[src/rtl/occ_pkg.sv]
// Package: occ_pkg
// Shared types for the doorway occupancy counter.
// Assumes the detector position code is {outside_blocked, inside_blocked}.
package occ_pkg;

    // Doorway position as seen by the controller: bit1 = outside blocked, bit0 = inside blocked
    typedef enum logic [1:0] {
        POS_CLEAR = 2'b00,
        POS_IN    = 2'b01,
        POS_OUT   = 2'b10,
        POS_BOTH  = 2'b11
    } pos_t;

    // Controller states; ENT_* follow an entering person, LVE_* a leaving one
    typedef enum logic [2:0] {
        ST_IDLE     = 3'd0,
        ST_ENT_OUT  = 3'd1,
        ST_ENT_BOTH = 3'd2,
        ST_ENT_IN   = 3'd3,
        ST_LVE_IN   = 3'd4,
        ST_LVE_BOTH = 3'd5,
        ST_LVE_OUT  = 3'd6,
        ST_ERR      = 3'd7
    } state_t;

endpackage

[src/rtl/occ_sync.sv]
// Module: occ_sync
// Multi-stage synchronizer for a bank of level inputs.
// Assumes: inputs are asynchronous levels and the reset value is the idle level.
module occ_sync #(
    parameter int WIDTH     = 2,
    parameter int STAGES    = 2,
    parameter logic RST_VAL = 1'b1
) (
    input  logic             clk,
    input  logic             rst_n,
    input  logic [WIDTH-1:0] async_i,
    output logic [WIDTH-1:0] sync_o
);

    genvar b;
    generate
        for (b = 0; b < WIDTH; b++) begin : g_bit
            logic [STAGES-1:0] chain_q;

            // Shift the raw level through the synchronizer stages
            always_ff @(posedge clk) begin
                if (!rst_n) begin
                    chain_q <= {STAGES{RST_VAL}};
                end else begin
                    chain_q <= {chain_q[STAGES-2:0], async_i[b]};
                end
            end

            assign sync_o[b] = chain_q[STAGES-1];
        end
    endgenerate

endmodule

[src/rtl/occ_count.sv]
// Module: occ_count
// Occupancy counter datapath, with full and empty flags for the controller.
// Assumes: the controller never asserts inc and dec together, and gates them
// with full and empty.
module occ_count #(
    parameter int CNT_W = 4
) (
    input  logic             clk,
    input  logic             rst_n,
    input  logic             inc_i,
    input  logic             dec_i,
    output logic [CNT_W-1:0] count_o,
    output logic             full_o,
    output logic             empty_o
);

    localparam logic [CNT_W-1:0] MAX_CNT = {CNT_W{1'b1}};

    logic [CNT_W-1:0] count_q;

    // Step the count by one on a strobe
    always_ff @(posedge clk) begin
        if (!rst_n) begin
            count_q <= '0;
        end else if (inc_i) begin
            count_q <= count_q + 1'b1;
        end else if (dec_i) begin
            count_q <= count_q - 1'b1;
        end
    end

    assign count_o = count_q;
    assign full_o  = (count_q == MAX_CNT);
    assign empty_o = (count_q == '0);

    // The count never wraps between its limits
    assert_no_wrap_R7: assert property (@(posedge clk) disable iff (!rst_n)
        !(($past(count_q) == MAX_CNT && count_q == '0) ||
          ($past(count_q) == '0 && count_q == MAX_CNT)));

    // Any change of count is a single step
    assert_single_step_R8: assert property (@(posedge clk) disable iff (!rst_n)
        (count_q != $past(count_q)) |->
            (count_q == $past(count_q) + 1'b1 || count_q == $past(count_q) - 1'b1));

endmodule

[src/rtl/occ_ctrl.sv]
// Module: occ_ctrl
// Mealy controller that decodes the doorway beam order into
// increment/decrement strobes, and locks into an error state on illegal moves.
// Assumes: pos_i is already synchronized; only one person is in the doorway.
module occ_ctrl
    import occ_pkg::*;
(
    input  logic       clk,
    input  logic       rst_n,
    input  logic [1:0] pos_i,
    input  logic       full_i,
    input  logic       empty_i,
    output logic       inc_o,
    output logic       dec_o,
    output logic       err_o
);

    state_t st_q, st_d;
    pos_t   pos;

    assign pos = pos_t'(pos_i);

    // Next state and Mealy strobes from the current state and doorway position
    always_comb begin
        st_d  = st_q;
        inc_o = 1'b0;
        dec_o = 1'b0;
        unique case (st_q)
            ST_IDLE: begin
                case (pos)
                    POS_OUT:  st_d = ST_ENT_OUT;
                    POS_IN:   st_d = ST_LVE_IN;
                    POS_BOTH: st_d = ST_ERR;
                    default:  st_d = ST_IDLE;
                endcase
            end
            ST_ENT_OUT: begin
                case (pos)
                    POS_CLEAR: st_d = ST_IDLE;
                    POS_BOTH:  st_d = ST_ENT_BOTH;
                    POS_IN:    st_d = ST_ERR;
                    default:   st_d = ST_ENT_OUT;
                endcase
            end
            ST_ENT_BOTH: begin
                case (pos)
                    POS_IN:    st_d = ST_ENT_IN;
                    POS_OUT:   st_d = ST_ENT_OUT;
                    POS_CLEAR: st_d = ST_ERR;
                    default:   st_d = ST_ENT_BOTH;
                endcase
            end
            ST_ENT_IN: begin
                case (pos)
                    POS_CLEAR: begin
                        if (full_i) begin
                            st_d = ST_ERR;
                        end else begin
                            st_d  = ST_IDLE;
                            inc_o = 1'b1;
                        end
                    end
                    POS_BOTH: st_d = ST_ENT_BOTH;
                    POS_OUT:  st_d = ST_ERR;
                    default:  st_d = ST_ENT_IN;
                endcase
            end
            ST_LVE_IN: begin
                case (pos)
                    POS_CLEAR: st_d = ST_IDLE;
                    POS_BOTH:  st_d = ST_LVE_BOTH;
                    POS_OUT:   st_d = ST_ERR;
                    default:   st_d = ST_LVE_IN;
                endcase
            end
            ST_LVE_BOTH: begin
                case (pos)
                    POS_OUT:   st_d = ST_LVE_OUT;
                    POS_IN:    st_d = ST_LVE_IN;
                    POS_CLEAR: st_d = ST_ERR;
                    default:   st_d = ST_LVE_BOTH;
                endcase
            end
            ST_LVE_OUT: begin
                case (pos)
                    POS_CLEAR: begin
                        if (empty_i) begin
                            st_d = ST_ERR;
                        end else begin
                            st_d  = ST_IDLE;
                            dec_o = 1'b1;
                        end
                    end
                    POS_BOTH: st_d = ST_LVE_BOTH;
                    POS_IN:   st_d = ST_ERR;
                    default:  st_d = ST_LVE_OUT;
                endcase
            end
            default: st_d = ST_ERR;
        endcase
    end

    // State register
    always_ff @(posedge clk) begin
        if (!rst_n) begin
            st_q <= ST_IDLE;
        end else begin
            st_q <= st_d;
        end
    end

    assign err_o = (st_q == ST_ERR);

    // Strobes last exactly one cycle
    assert_strobe_pulse_R8: assert property (@(posedge clk) disable iff (!rst_n)
        (inc_o || dec_o) |=> !(inc_o || dec_o));

    // The error state is never left while out of reset
    assert_err_sticky_R6: assert property (@(posedge clk) disable iff (!rst_n)
        (st_q == ST_ERR) |=> (st_q == ST_ERR));

    // Both detector levels flipping at once leads to the error state
    assert_double_flip_R5: assert property (@(posedge clk) disable iff (!rst_n)
        ($past(rst_n) && st_q != ST_ERR && (pos_i ^ $past(pos_i)) == 2'b11)
            |=> (st_q == ST_ERR));

    // No strobe at the count limits
    assert_guard_limits_R7: assert property (@(posedge clk) disable iff (!rst_n)
        !((inc_o && full_i) || (dec_o && empty_i)));

endmodule

[src/rtl/occ_door_counter.sv]
// Module: occ_door_counter
// Top of the doorway occupancy counter: synchronizers, controller, counter.
// Assumes: detector inputs are 1 when the beam is clear; one person at a time.
module occ_door_counter #(
    parameter int CNT_W       = 4,
    parameter int SYNC_STAGES = 2
) (
    input  logic             clk,
    input  logic             rst_n,
    input  logic             beam_out_i,
    input  logic             beam_in_i,
    output logic [CNT_W-1:0] count_o,
    output logic             error_o
);

    logic [1:0] beams_s;
    logic [1:0] pos;
    logic       inc, dec, full, empty;

    occ_sync #(
        .WIDTH  (2),
        .STAGES (SYNC_STAGES),
        .RST_VAL(1'b1)
    ) u_sync (
        .clk    (clk),
        .rst_n  (rst_n),
        .async_i({beam_out_i, beam_in_i}),
        .sync_o (beams_s)
    );

    // Blocked flags: outside on bit1, inside on bit0
    assign pos = ~beams_s;

    occ_ctrl u_ctrl (
        .clk    (clk),
        .rst_n  (rst_n),
        .pos_i  (pos),
        .full_i (full),
        .empty_i(empty),
        .inc_o  (inc),
        .dec_o  (dec),
        .err_o  (error_o)
    );

    occ_count #(
        .CNT_W(CNT_W)
    ) u_count (
        .clk    (clk),
        .rst_n  (rst_n),
        .inc_i  (inc),
        .dec_i  (dec),
        .count_o(count_o),
        .full_o (full),
        .empty_o(empty)
    );

    // Reset leaves an empty room with no error
    assert_reset_state_R1: assert property (@(posedge clk)
        !rst_n |=> (count_o == '0 && !error_o));

    // A frozen count while in error
    assert_frozen_in_err_R6: assert property (@(posedge clk) disable iff (!rst_n)
        ($past(rst_n) && $past(error_o)) |-> $stable(count_o));

endmodule

[config.mk]
export PLATFORM = sky130hd
export DESIGN_NAME = occ_door_counter
export DESIGN_NICKNAME = d
export VERILOG_FILES = /design/src/rtl/occ_pkg.sv /design/src/rtl/occ_sync.sv /design/src/rtl/occ_count.sv /design/src/rtl/occ_ctrl.sv /design/src/rtl/occ_door_counter.sv
export SDC_FILE = /design/constraint.sdc
export NUM_CORES = 1
export LEC_CHECK = 0
export ABC_AREA = 1
export BUFFER_PORTS_ARGS = -buffer_cell sky130_fd_sc_hd__buf_4
export CAP_MARGIN = 40
export CORE_MARGIN = 1.5
export CORE_UTILIZATION = 45
export DETAILED_ROUTE_END_ITERATION = 7
export SLEW_MARGIN = 10
export SYNTH_ARGS = -nofsm -noshare
export SYNTH_HDL_FRONTEND = slang
export SYNTH_SLANG_ARGS = --single-unit
[constraint.sdc]
create_clock -name clk -period 2.3 [get_ports clk]
set_input_delay 0.23 -clock clk [delete_from_list [all_inputs] [get_ports clk]]
set_output_delay 0.23 -clock clk [all_outputs]
set_load 0.01 [all_outputs]
==> results of run 1 <==
## stage by stage
| stage | setup slack [ps] | area, um2 | cells | hold slack, ps |
|---|---|---|---|---|
| 3_3_place_gp | 402 | 983 | 166 | 398 |
| 5_1_grt | 105 | 1010 | 170 | 136 |
| 4_1_cts | 377 | 1010 | 170 | 142 |
| 6_report | 373 | 1010 | 170 | 153 |
| 3_5_place_dp | 382 | 983 | 166 | 398 |
| 2_1_floorplan | 510 | 888 | 132 | 337 |
## placed cells by master (no fill, tap or decap), types with 2 or more instances in the layout
cell type,instances
a21oi_1,3
buf_4,10
clkbuf_4,3
dfxtp_1,11
ha_1,10
inv_1,16
nand2_1,29
nand3_1,12
nand3_2,2
nor2_1,23
nor2_2,2
nor3_1,2
o21ai_0,6
or2_2,4
## worst max-delay path: cells and delay by family (launching register included)
| kind | cells | cell delay (ps) |
|---|---|---|
| fa+ha+maj | 2 | 680 |
| buf+inv | 1 | 50 |
| flops | 1 | 410 |
| simple gates | 8 | 680 |
## final timing paths
path              depth (start not counted)                         end  slack (ps)
setup / recovery                         11          u_count.count_o[3]         370
hold / removal                            2  u_sync.g_bit[1].chain_q[0]         150
setup reg to reg                         11          u_count.count_o[3]         370
hold reg to reg                           1  u_sync.g_bit[1].chain_q[1]         410
## state kept, by name, summed over array words and instances (netlist names)
signal	flops
u_sync.g_bit.chain_q	4
u_count.count_o	4
u_ctrl.st_q	3
## routing by layer
metal / vias up / part of all wire (%) / GRT usage, %
met1: 345 / 55 / 26.4
met5: - / 0 / 0
met2: 15 / 42 / 27.8
li1: 444 / - / -
met4: 0 / 0 / 6.67
met3: 0 / 3.0 / 1.13
## layout make-up
class | instances | area, um2
clock buffers | 4 | 26.3
multi-input cells | 103 | 593
flip-flops and latches | 11 | 220
well taps | 25 | 31.3
fillers | 174 | 773
inverters | 17 | 63.8
repair buffers | 10 | 75.1
## power by group
| group | total [mW] | leakage, nW | switching, mW | internal, mW |
|---|---|---|---|---|
| logic | 0.0494 | 0.424 | 0.0298 | 0.0196 |
| registers | 0.203 | 0.0897 | 0.00637 | 0.196 |
| clock network | 0.125 | 0.0150 | 0.0579 | 0.0670 |
## cell families after synthesis
logic type,count (synthesis)
DFF,11
AOI/OAI and AO/OA,12
and+or+nand+nor,79
xor gates and xnor gates,1
adders and majority gates,11
buffers and inverters,18
==> metrics.csv, run 1 <==
stage,metric,value,unit
global_routing,track_usage,18.0,%
floorplanning,die-area,0.00225,mm2
global_routing,antenna_found_initial,0,
critical_path,reg2reg_from,u_sync.g_bit[0].chain_q[1],
floorplanning,chipWidth,47.4,um
synthesis,synth_area_leaders,"dfxtp_1 (25%), ha_1 (14%), nand2_1 (12%)",
finish,num-nets-final,161,
global_routing,grt_pass1_vias,706,
synthesis,yosysTopAreaCell,dfxtp_1,
cts,cts_buffers,3,
critical_path,cp.arrival,2090,ps
cts,htreeDepth,1,
finish,final_layout_size_suffix_gt1_share,17.9,%
synthesis,yosys_register_bits,11,
synthesis,netlist_instances,132,
placed_design,dp_hpwl,1390,um
synthesis,synth_xor_area_share,0.986,%
timing,final-max-slew-violation-count,0,
synthesis,synth_nets,147,
synthesis,postSynthAreaPerCell,6.73,um2
floorplanning,start_util,49.8,%
synthesis,syn_area,888,um2
cts,ctsRootBufferMaster,clkbuf_4,
global_routing,grt_overflow,0,
critical_path,startpoint,u_sync.g_bit[0].chain_q[1],
floorplanning,die_h,47.4,um
pwr,powerDensity,373,mW/mm2
synthesis,muxShareOfSynthArea,0,%
synthesis,synthSimpleGateAreaFrac,41.7,%
cts,clock_latency,260,ps
synthesis,ys_top_cells_by_count,"nand2_1 (29), nor2_1 (23), inv_1 (16)",
synthesis,synth.top_cell.area_share,24.8,%
route,num_vias,804,
synthesis,synth.distinct_cells,24,
timing,slew_headroom,78.6,%
synthesis,yosysSeqAreaShare,24.8,%
critical_path,endpoint_kind,flop,
critical_path,required,2460,ps
floorplanning,io_pins,9,
synthesis,ys.flop_type,dfxtp_1,
critical_path,crit_type,flop to flop,
critical_path,slowest_delay,410,ps
flow_run,maxCapViolCount,0,
synthesis,synth_compound_area_share,7.75,%
cts,ctsResizeCount,0,
floorplanning,rows,15,
timing,period_needed,1930,ps
synthesis,synth_top_family_by_area,simple AND/OR/NAND/NOR gates,
synthesis,synthAdderAreaFrac,16.3,%
timing,worst_pin_slew,318,ps
synthesis,post-synth-top-count-cell,nand2_1,
worst_hold_path,min_from,beam_out_i,
route,via_per_inst,4.73,
timing,fin_skew,0.521,ps
global_routing,grt_pass1_wl,2870,um
cts,cts.path.max_buffers,2,
critical_path,crit_fanout,6,
route,wl_per_cell,9.91,um
cts,cts_tree,yes,
finish,synthToLayoutAreaGrowth,13.7,%
cts,path_clk_slew,60,ps
pwr,p_leak,0.529,nW
critical_path,cpMaxStageDelayCell,dfxtp_1,
route,routed_wirelength,1690,um
timing,finalSetupTns,0,ps
synthesis,ys_warn_count,0,
worst_hold_path,hp-class,input port to flop,
route,ant_nets,0,
placed_design,numPortBuffers,8,
placed_design,place_congestion,0.875,
cts,post_cts_buffers,0,
finish,insertedDiodeCount,0,
cts,clock-sinks,11,
synthesis,synth_edf_count,0,
global_routing,grt_max_degree,9,
route,drc,0,
pwr,max-vdd-ir-drop,267,uV
cts,cts_hold_buf,0,
timing,max_freq,519,MHz
synthesis,synthArstFlopShare,0,%
critical_path,cp_cell_sequence,ha_1 > nand3_4 > ha_1 > nand2_1 > nand2_1 > nor2_1 > inv_1 > nand2_1 > nand3_2 > nor2_1 > nor2_1,
timing,finalHoldViolations,0,
pwr,finalPower,0.377,mW
status,status,finished clean,
timing,setup_violations,0,
finish,finish.utilization,56.6,%
route,drt_iter0_markers,30,
route,first_pass_iters,4,
timing,finalCritPeriodShare,83.8,%
critical_path,startpoint_type,flop,
timing,rsz0062_at_grt,false,
floorplanning,core_area,0.00178,mm2
Power figures use the tool's default switching activity.
==> run 2, diff against run 1 <==
--- a/config.mk
+++ b/config.mk
@@ -5,7 +5,7 @@
 export SDC_FILE = /design/constraint.sdc
 export NUM_CORES = 1
 export LEC_CHECK = 0
-export ABC_AREA = 1
+export ABC_AREA = 0
 export BUFFER_PORTS_ARGS = -buffer_cell sky130_fd_sc_hd__buf_4
 export CAP_MARGIN = 40
 export CORE_MARGIN = 1.5
==> constraint.sdc (replaced) <==
create_clock -name clk -period 1.8 [get_ports clk]
set_input_delay 0.18 -clock clk [delete_from_list [all_inputs] [get_ports clk]]
set_output_delay 0.18 -clock clk [all_outputs]
set_load 0.01 [all_outputs]
==> run 2 against run 1 <==
Effect of this change: sequential cell count did not move; via count is 5.7% lower; synthesized cell count fell by 29%; utilization up 5.7 points; highest routed layer is now met4; sequential power grew 33%; count of clock-buffer cells in the layout down 1; power up 71%; final area grew 6.6%; first-iteration DRC count increased by 6.7%; clock skew is 0.61 ps higher.
==> metrics.csv, run 2 <==
stage,metric,value,unit
synthesis,synth.distinct_cells,37,
placed_design,dp_hpwl,1340,um
route,drc,0,
placed_design,numPortBuffers,8,
timing,max_freq,567,MHz
timing,setup_violations,0,
finish,fin_area,0.00108,mm2
finish,final_cells,138,
global_routing,antenna_found_initial,0,
synthesis,post-synth-top-count-cell,dfxtp_1,
synthesis,synth_area_leaders,"dfxtp_1 (27%), ha_1 (15%), nand2b_1 (3.8%)",
cts,path_clk_slew,70,ps
finish,num-nets-final,129,
synthesis,yosys_register_bits,11,
pwr,max-vdd-ir-drop,450,uV
synthesis,ys_top_cells_by_count,"dfxtp_1 (11), ha_1 (10), nand2_1 (7), nor2_1 (7), a21oi_1 (6)",
timing,period_needed,1760,ps
cts,clock-sinks,11,
critical_path,startpoint,u_sync.g_bit[0].chain_q[1],
synthesis,ys.flop_type,dfxtp_1,
floorplanning,chipWidth,45.9,um
synthesis,synthArstFlopShare,0,%
worst_hold_path,hold_end,u_sync.g_bit[1].chain_q[0],
synthesis,netlist_instances,94,
synthesis,yosysTopAreaCell,dfxtp_1,
cts,htreeDepth,1,
placed_design,place_congestion,0.829,
critical_path,cp.arrival,1930,ps
finish,nFillCells,167,
placed_design,place_area,0.00101,mm2
synthesis,syn_area,827,um2
global_routing,grt_max_degree,19,
synthesis,ys_warn_count,0,
cts,cts_tree,yes,
global_routing,track_usage,19.9,%
global_routing,grt_overflow,0,
worst_hold_path,hold_depth,2,
status,status,finished clean,
critical_path,crit_fanout,6,
worst_hold_path,hp-class,input port to flop,
cts,clock_latency,270,ps
critical_path,r2r_slack,40,ps
timing,final-max-slew-violation-count,0,
finish,final_common_cell,buf_4,
synthesis,synth.top_cell.area_share,26.6,%
critical_path,reg2reg_from,u_sync.g_bit[0].chain_q[1],
floorplanning,die_h,45.9,um
worst_hold_path,min_from,beam_out_i,
finish,insertedDiodeCount,0,
finish,final_layout_size_suffix_gt1_share,37.2,%
floorplanning,die-area,0.00210,mm2
cts,cts_buffers,3,
synthesis,yosysSeqAreaShare,26.6,%
global_routing,grt_pass1_vias,662,
timing,finalHoldViolations,0,
timing,slew_headroom,74.9,%
placed_design,dpl.cell_count,133,
floorplanning,start_util,47.9,%
critical_path,required,1960,ps
floorplanning,io_pins,9,
critical_path,endpoint_kind,flop,
finish,synthToLayoutAreaGrowth,30.1,%
critical_path,rr_endpoint,u_ctrl.st_q[2],
synthesis,postSynthAreaPerCell,8.80,um2
synthesis,synth_nets,109,
route,first_pass_iters,4,
floorplanning,core_area,0.00173,mm2
pwr,p_leak,0.473,nW
pwr,powerDensity,601,mW/mm2
global_routing,grt_pass1_wl,3000,um
critical_path,reg2regPathDepth,7,
route,drt_iter0_markers,32,
route,num_vias,758,
critical_path,startpoint_type,flop,
route,via_per_inst,5.49,
flow_run,maxCapViolCount,0,
timing,fin_skew,1.13,ps
synthesis,synth_edf_count,0,
finish,final_cell_mix,"buf_4 (20), nand2_1 (7), nor2_1 (6), ha_1 (6)",
cts,ctsRootBufferMaster,clkbuf_4,
route,wl_per_cell,13.4,um
critical_path,crit_type,flop to flop,
timing,worst_pin_slew,367,ps
timing,rsz0062_at_grt,true,
cts,cts.path.max_buffers,2,
route,ant_nets,0,
route,routed_wirelength,1840,um
timing,finalCritPeriodShare,97.9,%
floorplanning,rows,15,
[run 2: timing repair]
item | CTS | global route
gates resized for setup | 3 | 7
pin swaps | 0 | 6
endpoints found under the setup margin | 1 | 4
setup buffers | 0 | 1
gates cloned | 0 | 0
endpoints found under the hold margin | 0 | 0
hold buffers | 0 | 0
[run 2: power by group]
part	internal, mW	total (mW)	switching, mW
registers	0.259	0.270	0.0113
clock network	0.0823	0.170	0.0880
logic	0.0936	0.206	0.112
[run 2: logic make-up (layout without fill, tap and decap cells)]
logic type / count (synthesis) / in the layout / synth area share [%]
simple gates: 34 / 34 / 22.8
fa+ha+maj: 11 / 11 / 17.5
flops: 11 / 11 / 26.6
buf+inv: 7 / 26 / 3.48
xor+xnor: 4 / 4 / 4.24
compound gates: 25 / 25 / 22.8
mux: 2 / 2 / 2.42
[run 2: critical path: stages, from the launching register on]
cell and delay, ps:
dfxtp_4 390, inv_1 100, ha_2 250, nor2_2 140, nor3_1 60, a2111oi_1 370
a21oi_1 70, o31a_1 280
[run 2: routing by layer]
layer | GRT usage [%] | share of wire [%]
met5 | 0 | 0
met4 | 2.86 | 0.27
met3 | 6.75 | 5.0
met2 | 29.7 | 46
met1 | 28.1 | 49
[run 2: per-stage QoR]
step           setup slack (ps)  utilization (%)  power (mW)  setup TNS, ps  hold WS (ps)
5_1_grt                   -48.8             62.3       0.688           -116          76.5
6_report                   37.6             62.3       0.646              0          86.7
2_1_floorplan             -45.3                -       0.428          -45.3           253
3_5_place_dp              -28.7             58.5       0.475          -28.7           367
4_1_cts                    10.8             60.4       0.654              0          73.3
3_3_place_gp               11.6             58.5       0.472              0           365
[run 2: area by class of cell]
cell class | instances | area, um2 | area share [%]
multi-input cells | 76 | 627 | 58.3
flip-flops and latches | 11 | 233 | 21.6
repair buffers | 20 | 150 | 14.0
well taps | 25 | 31.3 | 2.91
clock buffers | 3 | 22.5 | 2.09
inverters | 2 | 7.51 | 0.698
clock inverters | 1 | 5.00 | 0.465
[run 2: how the worst max path moves through the flow]
stage,to,slack [ps],cells past startpoint
6_report,u_ctrl.st_q[2],40,7
5_1_grt,u_count.count_o[3],-50,8
4_1_cts,u_count.count_o[2],10,8
3_5_place_dp,u_ctrl.st_q[2],-30,7
3_3_place_gp,u_ctrl.st_q[2],10,7
2_1_floorplan,u_count.count_o[3],-50,9
==> run 3, diff against run 2 <==
--- a/config.mk
+++ b/config.mk
@@ -11,6 +11,8 @@
 export CORE_MARGIN = 1.5
 export CORE_UTILIZATION = 45
 export DETAILED_ROUTE_END_ITERATION = 7
+export PLACE_DENSITY = 0.61
+export SETUP_SLACK_MARGIN = 0.3
 export SLEW_MARGIN = 10
 export SYNTH_ARGS = -nofsm -noshare
 export SYNTH_HDL_FRONTEND = slang
==> run 3 against run 2 <==
Effect of this change: clock power is essentially flat; utilization grew 19 points; routed wire length grew 25%; count of clock-buffer cells in the layout grew 1; sequential power grew 2%; combinational power grew 61%; register-to-register slack gained 20 ps; final area grew 31%; setup slack gained 19 ps; critical path type unchanged; largest power group is now combinational logic.
==> metrics.csv, run 3 (same netlist as run 2, synthesis figures left out) <==
stage,metric,value,unit
finish,multiInputGateArea,802,um2
floorplanning,io_pins,9,
critical_path,endpoint_kind,flop,
route,via_per_inst,5.28,
placed_design,dp_slack,29.8,ps
timing,final-max-slew-violation-count,0,
timing,max_freq,574,MHz
cts,htreeDepth,1,
floorplanning,start_util,47.9,%
cts,cts.path.max_buffers,2,
finish,final_cell_mix,"buf_4 (24), buf_6 (9), nand2_1 (7), ha_4 (7)",
floorplanning,chipWidth,45.9,um
cts,clock-sinks,11,
status,status,finished clean,
timing,finalCritPeriodShare,96.8,%
route,first_pass_iters,4,
critical_path,crit_fanout,2,
finish,insertedDiodeCount,0,
global_routing,grt_max_degree,15,
floorplanning,die_h,45.9,um
timing,worst_pin_slew,251,ps
finish,final_common_cell,buf_4,
route,wl_per_cell,15.2,um
global_routing,track_usage,24.8,%
placed_design,place_congestion,0.862,
critical_path,startpoint_type,flop,
finish,final_layout_size_suffix_gt1_share,55.1,%
timing,fin_skew,3.86,ps
floorplanning,core_area,0.00173,mm2
timing,slew_headroom,83.1,%
pwr,finalPower,0.774,mW
timing,finalSetupTns,0,ps
pwr,max-vdd-ir-drop,679,uV
placed_design,numPortBuffers,8,
route,ant_nets,0,
critical_path,cp.arrival,1900,ps
timing,whs,92.5,ps
global_routing,grt_pass1_vias,755,
global_routing,antenna_found_initial,0,
finish,num-nets-final,143,
route,drc,0,
floorplanning,die-area,0.00210,mm2
cts,ctsRootBufferMaster,clkbuf_4,
cts,path_clk_slew,70,ps
route,routed_wirelength,2300,um
global_routing,grt_pass1_wl,3620,um
finish,nFillCells,115,
timing,period_needed,1740,ps
floorplanning,rows,15,
flow_run,maxCapViolCount,0,
timing,setup_ws,56.7,ps
route,drt_iter0_markers,13,
critical_path,required,1960,ps
route,num_vias,803,
timing,rsz0062_at_grt,true,
cts,clock_latency,270,ps
timing,finalHoldViolations,0,
timing,setup_violations,0,
cts,cts_buffers,3,
placed_design,dp_hpwl,1330,um
cts,cts_hold_buf,0,
cts,cts_tree,yes,
worst_hold_path,hp-class,input port to flop,
critical_path,crit_type,flop to flop,
global_routing,grt_overflow,0,
pwr,powerDensity,550,mW/mm2
pwr,p_leak,0.584,nW
finish,regArea,233,um2
finish,synthToLayoutAreaGrowth,70.3,%
-- run 3: cell types whose count changed in the layout (fill, tap and decap cells not counted), sizes merged --
cell    change
buf        +14
clkinv      -1
clkbuf      +1
-- run 3: worst paths after layout --
path | startpoint | end | slack (ps) | depth (start not counted)
worst min-delay path | beam_in_i | u_sync.g_bit[0].chain_q[0] | 90 | 2
worst max register to register | u_count.count_o[2] | u_count.count_o[3] | 60 | 8
worst min register to register | u_sync.g_bit[0].chain_q[0] | u_sync.g_bit[0].chain_q[1] | 420 | 1
worst max-delay path | u_count.count_o[2] | u_count.count_o[3] | 60 | 8
-- run 3: routing by layer --
| layer | up-vias | routed length, um | global-route usage (%) |
|---|---|---|---|
| li1 | 403 | - | - |
| met1 | 384 | 1050 | 32.8 |
| met2 | 12 | 1160 | 39.2 |
| met3 | 4 | 60 | 7.14 |
| met4 | 0 | 29 | 6.86 |
| met5 | - | 0 | 0 |
-- run 3: repair_timing --
| action | CTS | global route |
|---|---|---|
| endpoints found under the hold margin | 0 | 0 |
| endpoints found under the setup margin | 7 | 7 |
| setup buffers | 7 | 4 |
| pin swaps | 15 | 16 |
| gates resized for setup | 26 | 16 |
-- run 3: area by class of cell --
type                       count  share of cell area (%)
inverter                       2                    1.07
clock buffer                   4                    1.87
timing repair buffer          34                    21.4
multi-input combinational     76                    56.9
tap                           25                    2.22
sequential                    11                    16.5
-- run 3: critical path, stage by stage, from the launching register on --
cell and delay, ps:
dfxtp_2 330, a41oi_2 210, nand4_1 140, ha_1 290, a21o_2 200, a21oi_4 140, xnor2_2 130, nand2_1 80
mux2i_1 120
-- run 3: metrics by stage --
stage	util, %	instance area [um2]	instances
after global routing	81.6	1410	152
after CTS	74.8	1290	148
after detailed placement	62.4	1080	137
final	81.6	1410	152
after floorplan	-	902	94
after global placement	62.4	1080	137
-- run 3: where the power goes --
part / switching (mW) / internal [mW]
logic: 0.162 / 0.169
registers: 0.0152 / 0.259
clock network: 0.0834 / 0.0858
total: 0.261 / 0.514
